**config.mk**
```make
export PLATFORM = sky130hd
export DESIGN_NAME = dual_reload_timer
export DESIGN_NICKNAME = d
export VERILOG_FILES = /design/src/rtl/prt_pkg.sv /design/src/rtl/prt_prescaler.sv /design/src/rtl/prt_channel.sv /design/src/rtl/dual_reload_timer.sv
export SDC_FILE = /design/constraint.sdc
export NUM_CORES = 1
export LEC_CHECK = 0
export ABC_AREA = 1
export BUFFER_PORTS_ARGS = -buffer_cell sky130_fd_sc_hd__buf_4
export CAP_MARGIN = 20
export CORE_MARGIN = 2
export CORE_UTILIZATION = 50
export CTS_CLUSTER_DIAMETER = 30
export DETAILED_ROUTE_END_ITERATION = 7
export PLACE_DENSITY = 0.77
export SYNTH_ARGS = -nofsm -noshare
export SYNTH_HDL_FRONTEND = slang
export SYNTH_SLANG_ARGS = --single-unit
```
**constraint.sdc**
```tcl
create_clock -name clk_i -period 2.75 [get_ports clk_i]
set_input_delay 0.1375 -clock clk_i [delete_from_list [all_inputs] [get_ports clk_i]]
set_output_delay 0.1375 -clock clk_i [all_outputs]
set_load 0.01 [all_outputs]
```
**src/rtl/prt_pkg.sv**
```systemverilog
package prt_pkg;
  localparam int unsigned ADDR_W = 3;

  localparam logic [ADDR_W-1:0] A_CNT0 = 3'd0;
  localparam logic [ADDR_W-1:0] A_RLD0 = 3'd1;
  localparam logic [ADDR_W-1:0] A_CNT1 = 3'd2;
  localparam logic [ADDR_W-1:0] A_RLD1 = 3'd3;
  localparam logic [ADDR_W-1:0] A_CTRL = 3'd4;

  localparam int unsigned B_EN   = 0;  // +channel
  localparam int unsigned B_IE   = 2;  // +channel
  localparam int unsigned B_WAVE = 4;
  localparam int unsigned B_FLAG = 8;  // +channel
  localparam int unsigned CTRL_W = 5;
endpackage

```
**src/rtl/prt_prescaler.sv**
```systemverilog
module prt_prescaler #(
  parameter int unsigned DIV = 20
) (
  input  logic clk_i,
  input  logic rst_ni,
  output logic tick_o
);
  localparam int unsigned PW = (DIV > 1) ? $clog2(DIV) : 1;
  localparam logic [PW-1:0] LAST = PW'(DIV - 1);

  logic [PW-1:0] pre_q;

  assign tick_o = (pre_q == LAST);

  always_ff @(posedge clk_i or negedge rst_ni) begin
    if (!rst_ni)     pre_q <= '0;
    else if (tick_o) pre_q <= '0;
    else             pre_q <= pre_q + 1'b1;
  end

  a_r2_tick_spacing: assert property (@(posedge clk_i) disable iff (!rst_ni)
    tick_o |=> !tick_o);
  a_r2_pre_range: assert property (@(posedge clk_i) disable iff (!rst_ni)
    pre_q <= LAST);
endmodule

```
**src/rtl/prt_channel.sv**
```systemverilog
module prt_channel #(
  parameter int unsigned CNT_W = 16
) (
  input  logic             clk_i,
  input  logic             rst_ni,
  input  logic             tick_i,
  input  logic             en_i,
  input  logic             wr_cnt_i,
  input  logic             wr_rld_i,
  input  logic             rd_cnt_i,
  input  logic             rd_stat_i,
  input  logic [CNT_W-1:0] wdata_i,
  output logic [CNT_W-1:0] cnt_o,
  output logic [CNT_W-1:0] rld_o,
  output logic             flag_o,
  output logic             tc_o
);
  logic [CNT_W-1:0] cnt_q, rld_q;
  logic             flag_q, arm_q;

  assign tc_o = tick_i && en_i && (cnt_q == '0) && !wr_cnt_i;

  always_ff @(posedge clk_i or negedge rst_ni) begin
    if (!rst_ni) begin
      cnt_q <= '1;
      rld_q <= '1;
    end else begin
      if (wr_cnt_i)             cnt_q <= wdata_i;
      else if (tc_o)            cnt_q <= rld_q;
      else if (tick_i && en_i)  cnt_q <= cnt_q - 1'b1;
      if (wr_rld_i)             rld_q <= wdata_i;
    end
  end

  // flag clears only after status read followed by counter read
  always_ff @(posedge clk_i or negedge rst_ni) begin
    if (!rst_ni) begin
      flag_q <= 1'b0;
      arm_q  <= 1'b0;
    end else begin
      if (tc_o)                    flag_q <= 1'b1;
      else if (rd_cnt_i && arm_q)  flag_q <= 1'b0;
      if (rd_stat_i)               arm_q  <= flag_q;
      else if (rd_cnt_i)           arm_q  <= 1'b0;
    end
  end

  assign cnt_o  = cnt_q;
  assign rld_o  = rld_q;
  assign flag_o = flag_q;

  a_r3_hold_when_off: assert property (@(posedge clk_i) disable iff (!rst_ni)
    (!en_i && !wr_cnt_i) |=> $stable(cnt_o));
  a_r4_reload_at_zero: assert property (@(posedge clk_i) disable iff (!rst_ni)
    (tick_i && en_i && cnt_o == '0 && !wr_cnt_i) |=> (cnt_o == $past(rld_o) && flag_o));
  a_r8_reload_no_disturb: assert property (@(posedge clk_i) disable iff (!rst_ni)
    (wr_rld_i && !tick_i && !wr_cnt_i) |=> $stable(cnt_o));
endmodule

```
**src/rtl/dual_reload_timer.sv**
```systemverilog
module dual_reload_timer
  import prt_pkg::*;
#(
  parameter int unsigned CNT_W = 16,
  parameter int unsigned DIV   = 20
) (
  input  logic              clk_i,
  input  logic              rst_ni,
  input  logic [ADDR_W-1:0] addr_i,
  input  logic              wr_i,
  input  logic              rd_i,
  input  logic [CNT_W-1:0]  wdata_i,
  output logic [CNT_W-1:0]  rdata_o,
  output logic [1:0]        irq_o,
  output logic              wave_o
);
  localparam int unsigned NCH = 2;

  logic              tick;
  logic [CTRL_W-1:0] ctrl_q;
  logic [CNT_W-1:0]  cnt   [NCH];
  logic [CNT_W-1:0]  rld   [NCH];
  logic [NCH-1:0]    flag, tc;
  logic              wave_q;

  prt_prescaler #(.DIV(DIV)) u_pre (
    .clk_i (clk_i),
    .rst_ni(rst_ni),
    .tick_o(tick)
  );

  for (genvar i = 0; i < NCH; i++) begin : g_ch
    localparam logic [ADDR_W-1:0] AC = ADDR_W'(2 * i);
    localparam logic [ADDR_W-1:0] AR = ADDR_W'(2 * i + 1);
    prt_channel #(.CNT_W(CNT_W)) u_ch (
      .clk_i    (clk_i),
      .rst_ni   (rst_ni),
      .tick_i   (tick),
      .en_i     (ctrl_q[B_EN+i]),
      .wr_cnt_i (wr_i && addr_i == AC),
      .wr_rld_i (wr_i && addr_i == AR),
      .rd_cnt_i (rd_i && addr_i == AC),
      .rd_stat_i(rd_i && addr_i == A_CTRL),
      .wdata_i  (wdata_i),
      .cnt_o    (cnt[i]),
      .rld_o    (rld[i]),
      .flag_o   (flag[i]),
      .tc_o     (tc[i])
    );
    assign irq_o[i] = flag[i] && ctrl_q[B_IE+i];
  end

  always_ff @(posedge clk_i or negedge rst_ni) begin
    if (!rst_ni) begin
      ctrl_q <= '0;
      wave_q <= 1'b0;
    end else begin
      if (wr_i && addr_i == A_CTRL) ctrl_q <= wdata_i[CTRL_W-1:0];
      if (tc[1] && ctrl_q[B_WAVE])  wave_q <= ~wave_q;
    end
  end

  assign wave_o = wave_q;

  always_comb begin
    rdata_o = '0;
    case (addr_i)
      A_CNT0: rdata_o = cnt[0];
      A_RLD0: rdata_o = rld[0];
      A_CNT1: rdata_o = cnt[1];
      A_RLD1: rdata_o = rld[1];
      A_CTRL: begin
        rdata_o[CTRL_W-1:0]      = ctrl_q;
        rdata_o[B_FLAG+:NCH]     = flag;
      end
      default: rdata_o = '0;
    endcase
  end

  a_r7_wave_on_tc_only: assert property (@(posedge clk_i) disable iff (!rst_ni)
    !tc[1] |=> $stable(wave_o));
  a_r5_irq_needs_flag: assert property (@(posedge clk_i) disable iff (!rst_ni)
    irq_o[0] |-> flag[0]);
endmodule

```
-- Word level (Yosys, flattened, before mapping)
Cells that the tools add are included.
- bits in registers: 79
- input bits: 23
- output and inout bits: 19
- word-level logic and storage cells: 69
- add/subtract/negate cells: 3
- eq/ne operators: 5
- multiplexer cells: 19
- bitwise gates (word level): 1
- reductions and logical operators: 30
- operators by type and width (kind ; count):
    16-bit two-way mux ; 6
    16-bit zero test ; 2
    16-bit by 1-bit subtractor with 16-bit output (second input constant) ; 2
    5-bit one-hot mux with 5 select lines ; 1
    6-bit one-hot mux with 4 select lines ; 1
    1-bit logical AND ; 19
    3-bit one-hot mux with 4 select lines ; 1
    2-bit one-hot mux with 5 select lines ; 1
    1-bit two-way mux ; 8
    2-bit nonzero test ; 4
    3-bit by 2-bit equality test with 1-bit output (second input constant) ; 2
    3-bit nonzero test ; 2
    5-bit by 1-bit adder with 5-bit output (second input constant) ; 1
    5-bit equality test (second input constant) ; 1
    5-bit two-way mux ; 1
    3-bit by 1-bit equality test with 1-bit output (second input constant) ; 1
    3-bit equality test (second input constant) ; 1
    3-bit zero test ; 1
    1-bit zero test ; 2
    1-bit inverter ; 1

-- Logic depth before layout (Yosys ltp)
Gate-level depths: netlist of the first run.
- depth in word-level cells: 6
- mapped depth: 13
- depth with buffers taken out: 13

-- Modules after synthesis
Synthesis of the first run repeated with hierarchy kept, for this count alone.
- cell total of the unflattened synthesis: 768
- area, all modules: 5398.9 um^2
- by module, submodules not included (module ; times used ; cells each ; area each (um^2) ; sequential area each (um^2)):
    prt_channel ; 2 ; 288 ; 2107.0 ; 890.9
    dual_reload_timer ; 1 ; 170 ; 974.7 ; 150.1
    prt_prescaler ; 1 ; 22 ; 210.2 ; 125.1

-- Least setup slack after synthesis of the first run
No wires, ideal clock.
- kind: reg-to-reg
- start point: register g_ch[0].u_ch.cnt_q[0]
- end point: register g_ch[0].u_ch.cnt_q[12]
- setup time: 0.077 ns
- arrival: 1.552 ns
- slack: 1.121 ns
- cell stages (with the launch flop): 13
- period minus slack after synthesis: 1.629 ns
- path through: dfstp_2 inv_1 ha_1 inv_1 nor2_1 nand2_1 nor2_2 nand2_4 clkinv_4 nand2_4 buf_6 nand3_1 a21o_1
- longest elaborated chain between the ends: 5
- elaborated cells between the ends (all ways): 8
- classes of those cells: add/sub (1); mux (3); reduce/logical (4)
- RTL lines (item ; RTL line ; source):
    start: declaration ; prt_channel.sv:18 ; logic [CNT_W-1:0] cnt_q, rld_q;
    start signal: assignment ; prt_channel.sv:28 ; if (wr_cnt_i) cnt_q <= wdata_i;
    start signal: assignment ; prt_channel.sv:29 ; else if (tc_o) cnt_q <= rld_q;
    start signal: assignment ; prt_channel.sv:30 ; else if (tick_i && en_i) cnt_q <= cnt_q - 1'b1;
    branches (longest 5 deep; another with 16-bit by 1-bit subtractor with 16-bit output) ; -- ;
Parallel ways; which one is timed is not known. The select of a mux whose other input is x is not followed.
A chain may end at the register's enable or synchronous reset.

-- Final worst setup path of the first run
- start point: register u_pre.pre_q[0]
- end point: register g_ch[0].u_ch.cnt_q[0]
- longest elaborated chain between the ends: 6
- elaborated cells between the ends (all ways): 7
- classes of those cells: eq/ne (1); mux (2); reduce/logical (4)
- RTL lines (item ; RTL line ; source):
    start: declaration ; prt_prescaler.sv:11 ; logic [PW-1:0] pre_q;
    start signal: assignment ; prt_prescaler.sv:18 ; else pre_q <= pre_q + 1'b1;
    5-bit equality test * ; prt_prescaler.sv:13 ; assign tick_o = (pre_q == LAST);
    1-bit logical AND * ; prt_channel.sv:21, prt_channel.sv:30 ;
    1-bit logical AND (2 in a row) ; prt_channel.sv:21 ; assign tc_o = tick_i && en_i && (cnt_q == '0) && !wr_cnt_i;
    16-bit two-way mux ; prt_channel.sv:29 ;
    16-bit two-way mux ; prt_channel.sv:28 ;
Every way passes the cells marked *; elsewhere a longest branch is shown, timed or not.

==> run_results.csv, run 1 <==
group,metric,value,unit
run_status,status,"finished clean",
timing,max_slew_margin,34.74,%
synth,synth_seq_cells,79,
synth,synth_xor_area_share,2.101,%
finish,final_util,57.86,%
route,wl_met2,6677,µm
finish,area_delta_synth_final,12.50,%
finish,nets,754,
timing,fin_crit_sh,71.86,%
route,met1_length,6314,µm
route,wire_per_inst,16.82,µm
synth,synth_edf_count,0,
floorplan,core,0.009729,mm²
synth,yosysTopAreaCell,"dfstp_2",
route,via_count,4909,
timing,fin_hold_ws,0.01217,ns
floorplan,die_y,104.0,µm
clock_tree,max-clock-path-buffers,2,
global_route,grt_usage,27.59,%
floorplan,die_w,104.0,µm
timing,setup_tns,0,ns
finish,final_area,0.005629,mm²
synth,synth-simple-area-share,29.63,%
pwr,leakage,2.726,nW
timing,finClkSkew,0.008540,ns
route,firstDrtPassIters,7,
critical_path,worstPathArrival,2.25,ns
synth,synth_nets,714,
floorplan,dieArea,0.01082,mm²
critical_path,cp-start-kind,"flip-flop",
timing,worstMarginPinSlew,0.9789,ns
placed_design,dp_hpwl,10840,µm
synth,syn-cell-area,0.005004,mm²
critical_path,crit_slowest_cell,"nand2_1",
route,vias_per_cell,5.682,
synth,synth_top_area_share,33.61,%
critical_path,worstPathMaxFanout,14,
clock_tree,clk_latency,0.35,ns
floorplan,std_cell_rows,36,
critical_path,worstPathRequired,3.02,ns
finish,antenna-diode-count,0,
critical_path,crit_type,"reg -> reg",
pwr,cellPowerDensity,692.4,mW/mm²
global_route,overflow,0,
route,drtIter0Drc,466,
synth,ys.flop_type,"dfstp_2",
clock_tree,cts_hold_buf,2,
route,drcViolationCount,0,
critical_path,crit_top_cell,"nand2_1",
finish,drive_gt1_share,22.30,%
global_route,grt_pass1_wl,24000,µm
global_route,antenna_found_initial,0,
clock_tree,cts_tree,"built",
pwr,ir_worst_vdd,0.4015,mV
worst_hold_path,hp-class,"in -> reg",
route,routed_wirelength,14530,µm
synth,synth_area_per_cell,7.294,µm²
global_route,grt_pass1_vias,4716,
synth,synthMuxAreaShare,0,%
placed_design,place.gp.congestion,1.027,
synth,synth.area.top_cells,"dfstp_2 (34%), nand2_1 (14%), dfrtp_1 (7.5%), o21ai_0 (6.7%), inv_1 (6.2%)",
timing,grt_setup_unrepaired,"no",
critical_path,critical_path.max_stage_delay,0.47,ns
finish,nFillCells,916,
critical_path,path_cells,"ha_1 -> nand4_2 -> nand2_1 -> inv_1 -> nand2_1 -> o211ai_1",
synth,yosysUniqueCellTypes,40,
critical_path,end_kind,"flip-flop",
clock_tree,cts_setup_buffers,0,
clock_tree,cts_resized,0,
route,routed.top_layer,"met4",
synth,yosysWarnings,0,
timing,slew_viol_final,0,
clock_tree,clkTransAtPathRegs,0.09,ns
clock_tree,numCtsBuffers,9,
timing,setup-violations-final,0,
timing,fmax,506.0,MHz
placed_design,placed_area,0.005405,mm²
clock_tree,cts_sinks,79,
timing,min_period,1.976,ns
floorplan,io_pins,42,
synth,yosysSeqAreaShare,41.11,%
synth,synthAdderAreaFrac,1.250,%
synth,synth_cells,686,
synth,synth_compound_area_share,17.15,%
global_route,grt_max_degree,80,
placed_design,port_buffers,41,
route,final_antenna_net_count,0,
clock_tree,h-tree-depth,3,
floorplan,initial_core_util,51.43,%
route,met3_length,1170,µm
job,drv_cap,0,
timing,hold_violations,0,
clock_tree,cts_root_buf,"clkbuf_8",
synth,ys_async_sr_fraction,100.0,%
synth,synth_top_family_by_area,"simple AND/OR/NAND/NOR gates",
metrics by stage:
step           power, mW  worst slack [ns]  std cells
4_1_cts            3.888            0.7896        864
3_5_place_dp       2.981            0.6975        846
3_3_place_gp       2.966            0.6756        846
2_1_floorplan      2.571             1.121        686
6_report           3.898            0.7739        864
5_1_grt            4.153            0.6039        864
worst paths after layout:
| check | start | depth (start not counted) | to | slack (ns) |
|---|---|---|---|---|
| max in group asynchronous | rst_ni | 2 | wave_o$_DFFE_PN0P_ | 1.65 |
| setup / recovery | u_pre.pre_q[0]$_DFF_PN0_ | 6 | g_ch[0].u_ch.cnt_o[0]$_DFFE_PN1P_ | 0.77 |
| hold / removal | wdata_i[6] | 3 | g_ch[1].u_ch.cnt_o[6]$_DFFE_PN1P_ | 0.01 |
| min in group asynchronous | rst_ni | 2 | g_ch[0].u_ch.flag_o$_DFFE_PN0P_ | 0.48 |
| hold reg to reg | u_pre.pre_q[0]$_DFF_PN0_ | 1 | u_pre.pre_q[0]$_DFF_PN0_ | 0.48 |
| setup reg to reg | u_pre.pre_q[0]$_DFF_PN0_ | 6 | g_ch[0].u_ch.cnt_o[0]$_DFFE_PN1P_ | 0.77 |
critical path: cells and delay by family, from the launching register on:
kind	cells	cell delay, ns
buf+inv	1	0.27
flops	1	0.39
simple gates	3	0.86
fa+ha+maj	1	0.30
compound gates	1	0.09
logic make-up after synthesis:
| family | count (synthesis) |
|---|---|
| adder cells (fa/ha/maj) | 5 |
| XOR/XNOR | 12 |
| flip-flops | 79 |
| buffers and inverters | 107 |
| AO/OA/AOI/OAI | 147 |
| AND/OR/NAND/NOR | 336 |
cells in the mapped netlist (9+ instances only):
| master | instances |
|---|---|
| o21ai_0 | 67 |
| a21oi_1 | 19 |
| a22oi_1 | 9 |
| dfstp_2 | 64 |
| nor2_2 | 10 |
| nand3_1 | 47 |
| inv_1 | 82 |
| nand2_1 | 191 |
| o22ai_1 | 18 |
| o211ai_1 | 11 |
| nor2_1 | 62 |
| dfrtp_1 | 15 |
layout by cell type (no fill, tap or decap), types with 3 or more instances in the layout:
cell / Yosys / routed
nand2_4: 3 / 3
nand3_1: 47 / 47
inv_2: 6 / 6
nor2_1: 62 / 62
ha_1: 5 / 5
xor2_1: 8 / 8
o21ai_0: 67 / 67
xnor2_1: 4 / 4
o22ai_1: 18 / 18
o21bai_1: 7 / 7
a21oi_1: 19 / 19
dfstp_2: 64 / 64
a22oi_1: 9 / 9
o211ai_1: 11 / 11
dfrtp_1: 15 / 15
buf_4: 1 / 44
nor2_2: 10 / 10
nand2_2: 8 / 8
inv_1: 82 / 82
clkbuf_8: 0 / 9
inv_6: 0 / 3
nand2_1: 191 / 191
o221ai_1: 5 / 5
nand4_1: 3 / 3
o21ai_1: 6 / 6
nor2_4: 5 / 5
flip-flops by register name, summed over array words and instances (netlist names):
signal,flops
g_ch.u_ch.cnt_o,32
g_ch.u_ch.rld_o,32
ctrl_q,5
u_pre.pre_q,5
g_ch.u_ch.arm_q,2
g_ch.u_ch.flag_o,2
wave_o,1
cell type report:
class	count	area (µm²)	share of cell area (%)
clock inverters	7	80.08	1.423
repair buffers	46	350.3	6.224
inverters	90	342.8	6.090
well taps	133	166.4	2.956
flip-flops and latches	79	2057	36.54
multi-input cells	500	2509	44.57
clock buffers	9	123.9	2.200
per-layer routing:
metal	up-vias	track usage, %
met5	-	0
met4	0	8.784
li1	2310	-
met1	2324	38.11
met3	29	4.887
met2	246	44.17
report_power, final:
group	leakage, nW	total, mW	switching, mW	internal, mW
clock	0.0968	0.900	0.469	0.430
combinational	1.77	1.16	0.719	0.439
sequential	0.863	1.84	0.281	1.56
total	2.73	3.90	1.47	2.43
No activity file was read; power rests on OpenSTA's default activity.
==> run 2, diff against run 1 <==
==> constraint.sdc (replaced) <==
create_clock -name clk_i -period 2.05 [get_ports clk_i]
set_input_delay 0.1025 -clock clk_i [delete_from_list [all_inputs] [get_ports clk_i]]
set_output_delay 0.1025 -clock clk_i [all_outputs]
set_load 0.01 [all_outputs]
==> run 2 against run 1 <==
  * Wire length is 0.84% higher
  * Clock skew is 0.0030 ns higher
  * Highest routed layer unchanged
  * Final cell count is 1.6% higher
  * Worst hold slack better by 0.0023 ns
  * Maximum frequency is 5.4% higher
  * Non-clock buffer count is 15 higher
  * Flip-flop and latch count stayed put
  * Global-route usage is 0.22 points higher
  * Sequential share of layout area is 0.60 points lower
  * Clock power is 14% higher
  * Largest cell class unchanged
==> run_results.csv, run 2 (same netlist as run 1, synthesis figures left out) <==
group,metric,value,unit
finish,final_util,58.82,%
global_route,overflow,0,
critical_path,worstPathRequired,2.35,ns
route,routed.top_layer,"met4",
clock_tree,cts_sinks,79,
clock_tree,max-clock-path-buffers,2,
critical_path,worstPathMaxFanout,16,
run_status,status,"finished clean",
finish,mostFrequentLayoutCell,"nand2_1",
floorplan,core,0.009729,mm²
timing,grt_setup_unrepaired,"no",
pwr,cellPowerDensity,889.4,mW/mm²
critical_path,crit_type,"reg -> reg",
route,routed_wirelength,14660,µm
timing,min_period,1.875,ns
clock_tree,cts_resized,0,
clock_tree,cts_root_buf,"clkbuf_8",
timing,finClkSkew,0.01151,ns
clock_tree,h-tree-depth,3,
route,drtIter0Drc,451,
clock_tree,clkTransAtPathRegs,0.08,ns
placed_design,dp_hpwl,11090,µm
floorplan,std_cell_rows,36,
clock_tree,clk_latency,0.37,ns
route,via_count,4961,
timing,setup_tns,0,ns
pwr,leakage,2.782,nW
critical_path,cp-start-kind,"flip-flop",
global_route,grt_max_degree,41,
global_route,antenna_found_initial,0,
clock_tree,numCtsBuffers,9,
finish,drive_gt1_share,22.42,%
floorplan,die_w,104.0,µm
finish,area_delta_synth_final,14.38,%
route,wl_met2,6869,µm
floorplan,die_y,104.0,µm
timing,slew_viol_final,0,
floorplan,io_pins,42,
route,vias_per_cell,5.650,
route,met3_length,1193,µm
timing,max_slew_margin,63.74,%
timing,fin_crit_sh,91.47,%
placed_design,place.gp.congestion,0.9888,
finish,nets,769,
finish,antenna-diode-count,0,
finish,layout_common_cells,"nand2_1 (191), inv_1 (82), o21ai_0 (67)",
critical_path,end_kind,"flip-flop",
route,drcViolationCount,0,
global_route,grt_usage,27.81,%
placed_design,port_buffers,41,
timing,fin_hold_ws,0.01443,ns
job,drv_cap,0,
floorplan,initial_core_util,51.43,%
timing,fmax,533.3,MHz
global_route,grt_pass1_wl,23920,µm
critical_path,worstPathArrival,2.17,ns
timing,hold_violations,0,
timing,setup-violations-final,0,
route,wire_per_inst,16.69,µm
pwr,ir_worst_vdd,0.3714,mV
timing,worstMarginPinSlew,0.5439,ns
worst_hold_path,hp-class,"in -> reg",
global_route,grt_pass1_vias,4765,
clock_tree,cts_tree,"built",
route,firstDrtPassIters,7,
route,final_antenna_net_count,0,
floorplan,dieArea,0.01082,mm²
route,met1_length,6163,µm
==> run 2: layout make-up <==
class / instances / area (µm²)
Fill cell: 955 / 4006
Tap cell: 133 / 166.4
Multi-Input combinational cell: 500 / 2509
Clock buffer: 14 / 152.6
Clock inverter: 1 / 5.005
Inverter: 90 / 342.8
Sequential cell: 79 / 2057
Timing Repair Buffer: 61 / 490.5
==> run 2: what timing repair did <==
action | CTS | global route
hold buffers | 8 | 0
setup buffers | 0 | 0
endpoints found under the hold margin | 22 | 0
==> run 2: worst paths after layout <==
check	cells past startpoint	startpoint	end	slack, ns
worst min register to register	1	u_pre.pre_q[0]$_DFF_PN0_	u_pre.pre_q[0]$_DFF_PN0_	0.48
max in group asynchronous	3	rst_ni	g_ch[1].u_ch.cnt_o[14]$_DFFE_PN1P_	1.11
worst min-delay path	3	wdata_i[2]	g_ch[1].u_ch.cnt_o[2]$_DFFE_PN1P_	0.01
worst max register to register	11	g_ch[0].u_ch.cnt_o[0]$_DFFE_PN1P_	g_ch[0].u_ch.cnt_o[4]$_DFFE_PN1P_	0.17
min in group asynchronous	2	rst_ni	g_ch[0].u_ch.arm_q$_DFFE_PN0P_	0.27
worst max-delay path	11	g_ch[0].u_ch.cnt_o[0]$_DFFE_PN1P_	g_ch[0].u_ch.cnt_o[4]$_DFFE_PN1P_	0.17
==> run 2: power breakdown <==
group / switching (mW) / internal, mW
Sequential: 0.365 / 2.09
Combinational: 0.987 / 0.615
Clock: 0.564 / 0.467
Total: 1.92 / 3.17
==> run 2: routing by layer <==
metal  vias up  global-route usage [%]
met1      2334                   36.27
met5         -                       0
met3        41                   5.451
met2       246                   45.11
met4         0                   12.07
li1       2340                       -
==> run 2: through the flow <==
stage               area, µm²  worst slack [ns]  power [mW]  instances
detailed placement       5485            0.1954       4.020        855
floorplan                5004            0.4212       3.449        686
finish                   5723            0.1748       5.090        878
CTS                      5723            0.1818       5.057        878
global route             5723          0.008198       5.424        878
global placement         5485            0.2689       3.970        855
==> run 2: worst max-delay path: stages, from the launching register on <==
cell and delay, ns:
dfstp_2 0.59, inv_1 0.09, ha_1 0.22, inv_1 0.06, nor2_1 0.03, nand2_1 0.07
nor2_2 0.05, nand2_4 0.11, clkinv_4 0.08, nand2_4 0.16, a21oi_1 0.08, or2_2 0.27
==> run 3, diff against run 2 <==
--- a/config.mk
+++ b/config.mk
@@ -12,7 +12,7 @@
 export CORE_UTILIZATION = 50
 export CTS_CLUSTER_DIAMETER = 30
 export DETAILED_ROUTE_END_ITERATION = 7
-export PLACE_DENSITY = 0.77
+export PLACE_DENSITY = 0.69
 export SYNTH_ARGS = -nofsm -noshare
 export SYNTH_HDL_FRONTEND = slang
 export SYNTH_SLANG_ARGS = --single-unit
==> run 3 against run 2 <==
  * Total power is 4.4% higher
  * Register-to-register slack is essentially flat
  * Utilization grew 0.31 points
  * Combinational power is essentially flat
  * Critical path depth did not move
  * Non-clock buffer count shrank 2
  * Clock power increased by 22%
  * Sequential share of layout area is 0.19 points lower
  * Clock skew grew 0.0017 ns
  * Via count shrank 3.2%
  * Sequential power about the same
  * Design area is 0.52% higher
  * Highest routed layer unchanged
==> run_results.csv, run 3 (same netlist as run 1, synthesis figures left out) <==
group,metric,value,unit
run_status,status,"finished clean",
timing,setup_ws,0.1753,ns
finish,area_delta_synth_final,14.98,%
route,vias_per_cell,5.475,
timing,fmax,533.4,MHz
critical_path,path_cells,"inv_1 -> ha_1 -> inv_1 -> nor2_1 -> nand2_1 -> nor2_2 -> nand2_4 -> clkinv_4 -> nand2_4 -> a21oi_1 -> or2_2",
critical_path,cp-start-kind,"flip-flop",
timing,worstMarginPinSlew,0.6571,ns
critical_path,worstPathArrival,2.16,ns
clock_tree,cts_tree,"built",
finish,layout_common_cells,"nand2_1 (191), inv_1 (82), o21ai_0 (67)",
timing,setup_tns,0,ns
global_route,antenna_found_initial,0,
global_route,grt_pass1_wl,24780,µm
finish,mostFrequentLayoutCell,"nand2_1",
finish,antenna-diode-count,0,
finish,nets,767,
floorplan,die_y,104.0,µm
floorplan,std_cell_rows,36,
timing,setup-violations-final,0,
critical_path,crit_slowest_cell,"dfstp_2",
placed_design,place.gp.congestion,0.9448,
route,final_antenna_net_count,0,
clock_tree,numCtsBuffers,9,
finish,seqCellArea,0.002057,mm²
critical_path,critPathTopFamily,"simple AND/OR/NAND/NOR gates",
global_route,overflow,0,
clock_tree,clk_latency,0.36,ns
job,drv_cap,0,
pwr,cellPowerDensity,923.8,mW/mm²
route,drtIter0Drc,404,
global_route,grt_usage,28.90,%
critical_path,worstPathRequired,2.34,ns
route,routed_wirelength,14860,µm
critical_path,worstPathMaxFanout,16,
clock_tree,max-clock-path-buffers,2,
clock_tree,h-tree-depth,3,
clock_tree,clkTransAtPathRegs,0.09,ns
global_route,grt_max_degree,51,
timing,max_slew_margin,56.19,%
finish,drive_gt1_share,22.58,%
floorplan,die_w,104.0,µm
floorplan,initial_core_util,51.43,%
critical_path,end_kind,"flip-flop",
placed_design,place_ws,0.2009,ns
clock_tree,cts_sinks,79,
route,firstDrtPassIters,5,
critical_path,critical_path.max_stage_delay,0.58,ns
floorplan,core,0.009729,mm²
floorplan,dieArea,0.01082,mm²
critical_path,cp_num_buf_inv,3,
placed_design,dp.cells,854,
global_route,grt_pass1_vias,4708,
worst_hold_path,hp-class,"in -> reg",
timing,min_period,1.875,ns
placed_design,port_buffers,41,
pwr,leakage,2.798,nW
clock_tree,cts_resized,0,
finish,multi_input_area,0.002509,mm²
critical_path,crit_type,"reg -> reg",
timing,slew_viol_final,0,
finish,final_cells,877,
timing,fin_crit_sh,91.45,%
floorplan,io_pins,42,
pwr,finalPower,5.315,mW
timing,finClkSkew,0.01325,ns
route,wire_per_inst,16.94,µm
route,drcViolationCount,0,
route,via_count,4802,
timing,grt_setup_unrepaired,"no",
pwr,ir_worst_vdd,0.4180,mV
finish,nFillCells,932,
timing,hold_violations,0,
placed_design,dp_hpwl,11360,µm
clock_tree,cts_root_buf,"clkbuf_8",
==> run 3: changes by cell type in the layout (fill, tap and decap cells not counted), sizes merged <==
cell         previous run  this run
buf                    53        52
dlygate4sd3             8         7
clkinv                  3         4
bufinv                  0         2
clkbuf                 14        12
==> run 3: worst min-delay path: stages <==
cell	delay (ns)
buf_4	0.14
nand2_1	0.06
nand3_1	0.07
==> run 3: cell type report <==
class	count	area share, %
inverters	90	5.959
repair buffers	59	8.221
multi-input cells	500	43.61
clock inverters	4	1.218
clock buffers	12	2.349
well taps	133	2.893
flip-flops and latches	79	35.75
==> run 3: path summary, 6_finish.rpt <==
path                       depth (start not counted)  slack (ns)                         startpoint                                end
min reg2reg                                        1        0.48           u_pre.pre_q[0]$_DFF_PN0_           u_pre.pre_q[0]$_DFF_PN0_
max                                               11        0.18  g_ch[0].u_ch.cnt_o[0]$_DFFE_PN1P_  g_ch[0].u_ch.cnt_o[4]$_DFFE_PN1P_
min in group asynchronous                          2        0.32                             rst_ni              ctrl_q[4]$_DFFE_PN0P_
min                                                3        0.01                         wdata_i[2]  g_ch[1].u_ch.cnt_o[2]$_DFFE_PN1P_
max reg2reg                                       11        0.18  g_ch[0].u_ch.cnt_o[0]$_DFFE_PN1P_  g_ch[0].u_ch.cnt_o[4]$_DFFE_PN1P_
max in group asynchronous                          3        1.05                             rst_ni  g_ch[1].u_ch.cnt_o[8]$_DFFE_PN1P_
==> run 3: timing repair <==
action                                 CTS  global route
buffers inserted                         0             0
endpoints found under the hold margin   21             0
hold buffers                             7             0
==> run 3: metrics by stage <==
step	util, %	hold slack, ns	cell area [µm²]
2_1_floorplan	-	-0.1931	5004
3_3_place_gp	56.30	0.1783	5478
3_5_place_dp	56.30	0.1758	5478
4_1_cts	59.13	0.001755	5753
5_1_grt	59.13	0.007705	5753
6_report	59.13	0.01494	5753
==> run 3: layer usage <==
metal | GRT usage, % | vias to the layer above | part of all wire (%)
met1 | 40.74 | 2263 | 45
met2 | 45.82 | 176 | 46
met5 | 0 | - | 0
met4 | 9.459 | 0 | 1.9
li1 | - | 2344 | -
met3 | 4.261 | 19 | 6.9
==> run 3: power by group <==
group / internal, mW / total (mW) / switching [mW]
Clock: 0.684 / 1.26 / 0.580
Combinational: 0.614 / 1.59 / 0.976
Sequential: 2.09 / 2.46 / 0.370
Total: 3.39 / 5.31 / 1.93
